$ cat src/rtl/seg_pkg.sv
package seg_pkg;
  localparam int DESC_WORDS = 4;   // 16-bit words per descriptor
  localparam int IDX_LSB    = 3;   // selector index field starts here
  localparam int TSEL_BIT   = 2;   // table-select bit
  localparam int RPL_W      = 2;   // privilege field width
  localparam int DPL_LSB    = 13;  // DPL position inside descriptor word 2

  function automatic logic [RPL_W-1:0] ring_max(input logic [RPL_W-1:0] a,
                                                input logic [RPL_W-1:0] b);
    return (a > b) ? a : b;
  endfunction
endpackage

$ cat src/rtl/seg_desc_fetch.sv
module seg_desc_fetch
  import seg_pkg::*;
#(
  parameter int AW    = 24,
  parameter int DW    = 16,
  parameter int SEL_W = 16,
  parameter int LIM_W = 20
) (
  input  logic             clk,
  input  logic             rst,
  input  logic             prot_en,
  input  logic [AW-1:0]    glob_base,
  input  logic [AW-1:0]    loc_base,
  input  logic             ld_valid,
  input  logic [SEL_W-1:0] ld_sel,
  output logic             busy,
  output logic             rd_en,
  output logic [AW-1:0]    rd_addr,
  input  logic [DW-1:0]    rd_data,
  output logic [SEL_W-1:0] c_sel,
  output logic             c_null,
  output logic [AW-1:0]    c_base,
  output logic [LIM_W-1:0] c_limit,
  output logic [RPL_W-1:0] c_dpl,
  output logic [RPL_W-1:0] c_rpl
);
  localparam int CNT_W   = $clog2(DESC_WORDS);
  localparam int BYTES_W = DW / 8;
  localparam int LIM_HI  = LIM_W - DW;
  localparam int BASE_HI = AW - DW;

  logic [DW-1:0]    wbuf [DESC_WORDS];
  logic [CNT_W-1:0] issue_cnt, cap_cnt;
  logic             pend;
  logic             sel_null;
  logic [AW-1:0]    tbase, dsc_addr;

  assign sel_null = (ld_sel[SEL_W-1:IDX_LSB] == '0) && !ld_sel[TSEL_BIT];
  assign tbase    = ld_sel[TSEL_BIT] ? loc_base : glob_base;
  assign dsc_addr = tbase + AW'({ld_sel[SEL_W-1:IDX_LSB], 3'b000});

  always_ff @(posedge clk) begin
    if (rst) begin
      busy      <= 1'b0;
      rd_en     <= 1'b0;
      rd_addr   <= '0;
      pend      <= 1'b0;
      issue_cnt <= '0;
      cap_cnt   <= '0;
      c_sel     <= '0;
      c_null    <= 1'b1;
      c_base    <= '0;
      c_limit   <= '0;
      c_dpl     <= '0;
      c_rpl     <= '0;
    end else begin
      pend <= rd_en;
      if (!busy) begin
        if (ld_valid) begin
          c_sel  <= ld_sel;
          c_rpl  <= ld_sel[RPL_W-1:0];
          c_null <= sel_null;
          if (prot_en && !sel_null) begin
            busy      <= 1'b1;
            rd_en     <= 1'b1;
            rd_addr   <= dsc_addr;
            issue_cnt <= '0;
            cap_cnt   <= '0;
          end
        end
      end else begin
        if (rd_en) begin
          if (issue_cnt == CNT_W'(DESC_WORDS - 1)) begin
            rd_en <= 1'b0;
          end else begin
            rd_addr <= rd_addr + AW'(BYTES_W);
          end
          issue_cnt <= issue_cnt + 1'b1;
        end
        if (pend) begin
          wbuf[cap_cnt] <= rd_data;
          cap_cnt       <= cap_cnt + 1'b1;
          if (cap_cnt == CNT_W'(DESC_WORDS - 1)) begin
            busy    <= 1'b0;
            c_limit <= {rd_data[LIM_HI-1:0], wbuf[0]};
            c_base  <= {wbuf[2][BASE_HI-1:0], wbuf[1]};
            c_dpl   <= wbuf[2][DPL_LSB +: RPL_W];
          end
        end
      end
    end
  end


  rd_busy_chk: assert property (@(posedge clk) disable iff (rst)
    rd_en |-> busy);


  rd_stride_chk: assert property (@(posedge clk) disable iff (rst)
    (rd_en && $past(rd_en)) |-> (rd_addr == $past(rd_addr) + AW'(BYTES_W)));


  null_noread_chk: assert property (@(posedge clk) disable iff (rst)
    (ld_valid && !busy && sel_null) |=> !busy);
endmodule

$ cat src/rtl/seg_access_check.sv
module seg_access_check
  import seg_pkg::*;
#(
  parameter int AW    = 24,
  parameter int SEL_W = 16,
  parameter int OFF_W = 20,
  parameter int LIM_W = 20
) (
  input  logic             clk,
  input  logic             rst,
  input  logic             prot_en,
  input  logic             acc_fire,
  input  logic [OFF_W-1:0] acc_offset,
  input  logic [RPL_W-1:0] acc_cpl,
  input  logic [SEL_W-1:0] c_sel,
  input  logic             c_null,
  input  logic [AW-1:0]    c_base,
  input  logic [LIM_W-1:0] c_limit,
  input  logic [RPL_W-1:0] c_dpl,
  input  logic [RPL_W-1:0] c_rpl,
  output logic             out_valid,
  output logic [AW-1:0]    out_addr,
  output logic             out_gpf
);
  localparam int RM_OFF_W = 16;
  localparam int RM_SHIFT = 4;

  logic          priv_bad, lim_bad, fault;
  logic [AW-1:0] paddr;

  assign priv_bad = ring_max(acc_cpl, c_rpl) > c_dpl;
  assign lim_bad  = LIM_W'(acc_offset) > c_limit;
  assign fault    = prot_en && (c_null || priv_bad || lim_bad);
  assign paddr    = prot_en ? (c_base + AW'(acc_offset))
                            : (AW'({c_sel, RM_SHIFT'(0)}) + AW'(acc_offset[RM_OFF_W-1:0]));

  always_ff @(posedge clk) begin
    if (rst) begin
      out_valid <= 1'b0;
      out_addr  <= '0;
      out_gpf   <= 1'b0;
    end else begin
      out_valid <= acc_fire;
      if (acc_fire) begin
        out_gpf  <= fault;
        out_addr <= fault ? '0 : paddr;
      end else begin
        out_gpf  <= 1'b0;
      end
    end
  end


  gpf_zero_chk: assert property (@(posedge clk) disable iff (rst)
    out_gpf |-> (out_valid && out_addr == '0));


  resp_lat_chk: assert property (@(posedge clk) disable iff (rst)
    acc_fire |=> out_valid);


  real_nofault_chk: assert property (@(posedge clk) disable iff (rst)
    (acc_fire && !prot_en) |=> !out_gpf);


  null_fault_chk: assert property (@(posedge clk) disable iff (rst)
    (acc_fire && prot_en && c_null) |=> out_gpf);
endmodule

$ cat src/rtl/seg_xlate_unit.sv
module seg_xlate_unit
  import seg_pkg::*;
#(
  parameter int AW    = 24,
  parameter int DW    = 16,
  parameter int SEL_W = 16,
  parameter int OFF_W = 20,
  parameter int LIM_W = 20
) (
  input  logic             clk,
  input  logic             rst,
  input  logic             prot_en,
  input  logic [AW-1:0]    glob_base,
  input  logic [AW-1:0]    loc_base,
  input  logic             ld_valid,
  input  logic [SEL_W-1:0] ld_sel,
  output logic             busy,
  output logic             rd_en,
  output logic [AW-1:0]    rd_addr,
  input  logic [DW-1:0]    rd_data,
  input  logic             acc_valid,
  output logic             acc_ready,
  input  logic [OFF_W-1:0] acc_offset,
  input  logic [1:0]       acc_cpl,
  output logic             out_valid,
  output logic [AW-1:0]    out_addr,
  output logic             out_gpf
);
  logic [SEL_W-1:0] c_sel;
  logic             c_null;
  logic [AW-1:0]    c_base;
  logic [LIM_W-1:0] c_limit;
  logic [RPL_W-1:0] c_dpl, c_rpl;
  logic             acc_fire;

  assign acc_ready = !busy;
  assign acc_fire  = acc_valid && !busy;

  seg_desc_fetch #(.AW(AW), .DW(DW), .SEL_W(SEL_W), .LIM_W(LIM_W)) u_fetch (
    .clk(clk), .rst(rst), .prot_en(prot_en),
    .glob_base(glob_base), .loc_base(loc_base),
    .ld_valid(ld_valid), .ld_sel(ld_sel),
    .busy(busy), .rd_en(rd_en), .rd_addr(rd_addr), .rd_data(rd_data),
    .c_sel(c_sel), .c_null(c_null), .c_base(c_base), .c_limit(c_limit),
    .c_dpl(c_dpl), .c_rpl(c_rpl)
  );

  seg_access_check #(.AW(AW), .SEL_W(SEL_W), .OFF_W(OFF_W), .LIM_W(LIM_W)) u_check (
    .clk(clk), .rst(rst), .prot_en(prot_en), .acc_fire(acc_fire),
    .acc_offset(acc_offset), .acc_cpl(acc_cpl),
    .c_sel(c_sel), .c_null(c_null), .c_base(c_base), .c_limit(c_limit),
    .c_dpl(c_dpl), .c_rpl(c_rpl),
    .out_valid(out_valid), .out_addr(out_addr), .out_gpf(out_gpf)
  );


  stall_chk: assert property (@(posedge clk) disable iff (rst)
    busy |=> !out_valid);
endmodule

$ cat config.mk
export PLATFORM = sky130hd
export DESIGN_NAME = seg_xlate_unit
export DESIGN_NICKNAME = d
export VERILOG_FILES = /design/src/rtl/seg_pkg.sv /design/src/rtl/seg_desc_fetch.sv /design/src/rtl/seg_access_check.sv /design/src/rtl/seg_xlate_unit.sv
export SDC_FILE = /design/constraint.sdc
export NUM_CORES = 1
export LEC_CHECK = 0
export BUFFER_PORTS_ARGS = -buffer_cell sky130_fd_sc_hd__buf_4
export CAP_MARGIN = 10
export CORE_MARGIN = 8
export CORE_UTILIZATION = 61
export CTS_CLUSTER_DIAMETER = 60
export DETAILED_ROUTE_END_ITERATION = 10
export GPL_TIMING_DRIVEN = 0
export PLACE_DENSITY_LB_ADDON = 0.1
export RECOVER_POWER = 100
export SYNTH_ARGS = -nofsm -noshare
export SYNTH_HDL_FRONTEND = slang
export SYNTH_SLANG_ARGS = --single-unit
$ cat constraint.sdc
create_clock -name clk -period 9.9 [get_ports clk]
set_input_delay 0.99 -clock clk [delete_from_list [all_inputs] [get_ports clk]]
set_output_delay 0.99 -clock clk [all_outputs]
set_load 0.1 [all_outputs]
## Word level (Yosys, flattened, before mapping)

Memories as Yosys holds them, arrays and structs flattened. A register that Yosys moved wholly into a read port is not among the register bits.
Index checks and enable logic that the tools add are counted.

- Add/sub/neg operators: 6
- Reduce and logical (&&, ||, !) cells: 19
- Order comparisons: 3
- Bitwise logic cells: 2
- Mux-type cells: 29
- Eq/ne operators: 5

Operators by type and width:

| operator | count |
|---|---|
| $mux W24 | 8 |
| $add A24 B16 Y24 | 1 |
| $add A24 B2 Y24 const B | 1 |
| $add A24 B20 Y24 | 1 |
| $add A20 B16 Y21 | 1 |
| $gt A20 B20 Y1 | 1 |
| $mux W1 | 14 |
| $mux W2 | 7 |
| $logic_not A13 Y1 | 1 |
| $reduce_and A3 Y1 | 3 |
| $ne A2 B2 Y1 const B | 3 |
| $add A2 B1 Y2 const B | 2 |
| $eq A2 B2 Y1 const B | 2 |
| $gt A2 B2 Y1 | 2 |
| $logic_and A1 B1 Y1 | 4 |
| $reduce_and A2 Y1 | 2 |
| $reduce_and A4 Y1 | 1 |
| $reduce_bool A2 Y1 | 2 |
| $logic_not A1 Y1 | 3 |
| $logic_or A1 B1 Y1 | 2 |
| $not A1 Y1 | 2 |
| $reduce_or A2 Y1 | 1 |

- Output and inout bits: 53
- Word-level logic and storage cells: 78
- Register bits after elaboration: 96
- Bits of input ports: 107
- Memories kept: 1
- Bits in writable memories: 64

Memories:

| name | words | width | rd ports | clocked after Yosys merged registers in | wr ports | RTL line | text |
|---|---|---|---|---|---|---|---|
| u_fetch.wbuf | 4 | 16 | 3 | 3 | 1 | seg_desc_fetch.sv:32 | `logic [DW-1:0] wbuf [DESC_WORDS];` |

## Depth between registers and ports, before layout

- Word-level depth: 7
- Mapped depth: 14

## Cells and area by module

A second synthesis with hierarchy kept.

- Cells, all modules: 1,143
- Area, all modules: 9,659.3 µm²

By module, submodules not included:

| module | area each (µm²) | instances | cells each |
|---|---|---|---|
| seg_desc_fetch | 6,287.3 | 1 | 707 |
| seg_access_check | 3,362.0 | 1 | 434 |
| seg_xlate_unit | 10.0 | 1 | 2 |

## Least setup slack after synthesis

OpenSTA, ideal clock, no wires.

- Path type: input port to flip-flop
- From: input ld_sel[2]
- To: register u_fetch.rd_addr[15]
- Arrival time: 3,996 ps
- Stages: 14
- Setup time: 95 ps
- Setup slack: 5,809 ps
- Required time: 9,805 ps
- Cell sequence: buf_2 -> buf_1 -> mux2_2 -> ha_1 -> fa_1 -> a21oi_1 -> nor2_1 -> o311ai_1 -> nand3_1 -> a21o_1 -> a21oi_1 -> xnor2_1 -> nand2_1 -> a221oi_1

- Cells in the longest elaborated chain, start to end: 6

RTL lines:

| what | RTL line | text |
|---|---|---|
| start: declaration | seg_xlate_unit.sv:16 | `input logic [SEL_W-1:0] ld_sel,` |
| branches (longest 6 deep; another with $add A24 B16 Y24) | n/a |  |
| end signal: assignment | seg_desc_fetch.sv:66 | `rd_addr <= dsc_addr;` |
| end signal: assignment | seg_desc_fetch.sv:76 | `rd_addr <= rd_addr + AW'(BYTES_W);` |
| end: declaration | seg_desc_fetch.sv:18 | `output logic [AW-1:0] rd_addr,` |

Parallel ways; which one is timed is not known. The select of a mux whose other input is x is not followed.
A chain may end at the register's enable or synchronous reset.

## Final worst setup path

- From: input ld_sel[2]
- To: register u_fetch.rd_addr[17]

The elaborated chain is that of the path after synthesis.

==> impl_metrics.env <==
export IMPL_hold_viol=0
export IMPL_cpLargestDelayFamily="buffers and inverters"
export IMPL_ctsResizeCount=0
export IMPL_worst_setup_hold_path_clk_slew_ns=0.07
export IMPL_number_of_nets_produced_by_synthesis=1277
export IMPL_slew_viol_final=0
export IMPL_post_route_drc_count=0
export IMPL_cts_num_sinks=162
export IMPL_finalInstanceArea_sq_mm=0.0110
export IMPL_floorplan_io_pins=160
export IMPL_crit_path_buffers_inverters=3
export IMPL_clock_fmax_ghz=0.183
export IMPL_post_cts_repair_setup_buffers=0
export IMPL_relSlewSlack=0.163
export IMPL_htree_levels=4
export IMPL_regToRegStartpoint="u_fetch.busy"
export IMPL_vdd_drop_max_v=0.000116
export IMPL_n_fill_cell=1245
export IMPL_dr_first_iter_drc_count=684
export IMPL_worst_path_max_fanout=10
export IMPL_synth_top_family_by_area="compound AO/OA/AOI/OAI gates"
export IMPL_ys_warnings_count=0
export IMPL_placedCellCount=1438
export IMPL_insertedDiodeCount=0
export IMPL_post_placement_cell_area_sq_mm=0.0107
export IMPL_finalCriticalPeriod_ns=5.47
export IMPL_rsz_0062_raised_after_global_routing="no"
export IMPL_postSynthCellCount=1091
export IMPL_layout_cells_most_common_list="nand2_1 (214), a21oi_1 (135), dfxtp_1 (120)"
export IMPL_antenna_found_initial=0
export IMPL_area_growth_synth_to_final_pct=18.7
export IMPL_gp_congestion=0.997
export IMPL_worst_setup_path_startpoint="ld_sel[2]"
export IMPL_final_layout_size_suffix_gt1_frac=0.122
export IMPL_tritoncts_clock_tree="built"
export IMPL_synth_area_per_cell_sq_um=8.52
export IMPL_clk_latency_ns=0.42
export IMPL_critPathRequiredTime_ns=10.25
export IMPL_dpl_hpwl_microns=21500
export IMPL_ff_latch_area_sq_mm=0.00366
export IMPL_most_common_library_cell_in_the_layout_ignoring_fill_and_taps="nand2_1"
export IMPL_syn_cell_area_sq_mm=0.00929
export IMPL_firstDrtPassIters=8
export IMPL_critical_path_arrival_ns=5.82
export IMPL_tightest_slew_ns=1.26
export IMPL_totalPowerFinal_mw=1.71
export IMPL_simple_gate_share_of_the_synthesized_area=0.184
export IMPL_wl_per_cell_microns=18.7
export IMPL_power_density_mw_per_mm2=155
export IMPL_fin_worst_skew_ns=0.00992
export IMPL_hold_class="reg2reg"
export IMPL_setup_worst_path_end_class="flip-flop"
export IMPL_dieHeight_microns=139
export IMPL_dominantRegCellSynth="dfxtp_1"
export IMPL_grt_max_degree=18
export IMPL_ys_seq_elements=162
export IMPL_path_common_cell="clkbuf_1"
export IMPL_share_of_synthesized_registers_carrying_an_async_set_or_reset=0
export IMPL_synth_compound_gate_area_share=0.196
export IMPL_ctsHoldBuffers=0
export IMPL_detail_route_antenna_nets=0
export IMPL_numCtsBuffers=17
export IMPL_globalRoute_totalOverflow=0
export IMPL_clk_root_buffer_cell="clkbuf_16"
export IMPL_finalCritPeriodShare=0.552
export IMPL_result_of_the_run="finished, final reports clean"
export IMPL_critical_path_max_stage_delay_ns=0.98
export IMPL_min_from="u_check.out_addr[21]"
export IMPL_timing_critical_path_from_type="input port"
export IMPL_placement_io_buffers=156
export IMPL_multiInputGateArea_sq_mm=0.00527
export IMPL_slowest_stage="a211oi_1"
export IMPL_start_util=0.618
export IMPL_design_die_area_sq_mm=0.0194
export IMPL_grt_pass1_wl_microns=43300
export IMPL_final_critical_path_setup_slack_ns=4.43
export IMPL_setup_tns_final_ns=0
export IMPL_core_area_sq_mm=0.0150
export IMPL_synth_xor_area_share=0.0452
export IMPL_drt_wl_total_microns=27500
export IMPL_synth_area_mux_share=0.0338
export IMPL_max_clock_path_buffers=2
export IMPL_synthDistinctLibCells=67
export IMPL_post_drt_via_cell_ratio=6.06
export IMPL_synth_adder_area_share=0.109
export IMPL_pre_cts_slack_ns=4.78
export IMPL_worst_setup_path_type="in2reg"
export IMPL_final_nets=1455
export IMPL_synth_edf_count=42
export IMPL_die_width_microns=139
export IMPL_setup_violations_final=0
export IMPL_drv_cap=0
export IMPL_power_static_leakage_nw=4.21
export IMPL_via_count_of_the_first_global_routing_pass=8532
export IMPL_globalRouteTotalUtil=0.278
export IMPL_placementRows=45
export IMPL_routed_via_count=8905
export IMPL_cp_cell_sequence="clkbuf_1 > clkbuf_1 > clkbuf_1 > mux2_2 > ha_1 > nand3_1 > nor2_1 > o311ai_0 > nand3_1 > a211oi_1 > nand2b_1 > xnor2_1 > mux2i_1 > o21bai_1"
export IMPL_instances_no_fill=1470
export IMPL_seq_area_frac_synth=0.394
## per-stage QoR
stage	hold WS (ns)	utilization
2_1_floorplan	0.428	-
3_3_place_gp	0.436	0.712
3_5_place_dp	0.439	0.715
4_1_cts	0.449	0.752
5_1_grt	0.473	0.733
6_report	0.454	0.733
## routing by layer
layer  part of all wire  up-vias  track usage
li1                   -     4234            -
met1               0.42     4166        0.356
met2               0.45      447        0.445
met3              0.099       58       0.0674
met4              0.030        0        0.105
met5                  0        -            0
## Yosys cell counts, types with 9 or more instances
library cell,count,share of area
o21ai_1,13,0.0070
a22oi_1,9,0.0073
mux2i_1,10,0.011
nor3_1,26,0.014
nand2_1,214,0.086
mux2_2,19,0.023
nor2b_1,10,0.0067
o21ai_0,33,0.018
a21o_1,15,0.012
dfxtp_1,120,0.26
inv_1,46,0.019
nand2b_1,12,0.0081
clkbuf_1,39,0.016
edfxtp_1,42,0.14
xnor2_1,33,0.031
ha_1,76,0.10
nor2_1,55,0.022
nand3_1,34,0.018
xor2_1,15,0.014
nand4_1,10,0.0067
a21oi_1,135,0.073
## cell families after synthesis
family,Yosys count
muxes,29
and+or+nand+nor,390
xor gates and xnor gates,48
adders and majority gates,79
buffers and inverters,92
AOI/OAI and AO/OA,291
DFF,162
## final cells by class
cell class	instances	area share
plain buffers	44	0.0150
clock buffers	18	0.0389
clock inverters	14	0.0124
inverters	48	0.0163
multi-input cells	837	0.478
flip-flops and latches	162	0.332
well taps	188	0.0213
repair buffers	159	0.0858
## sequential cells by signal, indices dropped and copies added, names as in the netlist
register / count
u_check.out_addr: 24
u_fetch.cap_cnt: 2
u_fetch.rd_addr: 24
u_fetch.c_sel: 15
u_fetch.c_base: 24
u_fetch.rd_en: 1
u_check.out_valid: 1
u_fetch.busy: 1
u_fetch.c_rpl: 1
u_fetch.c_limit: 20
u_fetch.wbuf: 42
u_fetch.c_null: 1
u_check.out_gpf: 1
u_fetch.issue_cnt: 2
u_fetch.pend: 1
u_fetch.c_dpl: 2
## worst min-delay path, delay by kind of cell, from the launching register on
kind	cells	cell delay, ns
flip-flops	1	0.33
AO/OA/AOI/OAI	1	0.05
AND/OR/NAND/NOR	1	0.04
## where the power goes
| group | internal, mW | switching [mW] | leakage, nW |
|---|---|---|---|
| combinational | 0.114 | 0.250 | 2.58 |
| sequential | 0.696 | 0.0182 | 1.35 |
| clock | 0.335 | 0.297 | 0.275 |
| total | 1.15 | 0.566 | 4.21 |
## worst paths after layout
| path | end | slack [ns] | cells past startpoint |
|---|---|---|---|
| setup reg to reg | u_fetch.wbuf[1][7] | 6.42 | 5 |
| setup / recovery | u_fetch.rd_addr[17] | 4.43 | 14 |
| hold / removal | u_check.out_addr[21] | 0.45 | 2 |
| hold reg to reg | u_check.out_addr[21] | 0.45 | 2 |
No activity file was read; power rests on OpenSTA's default activity.
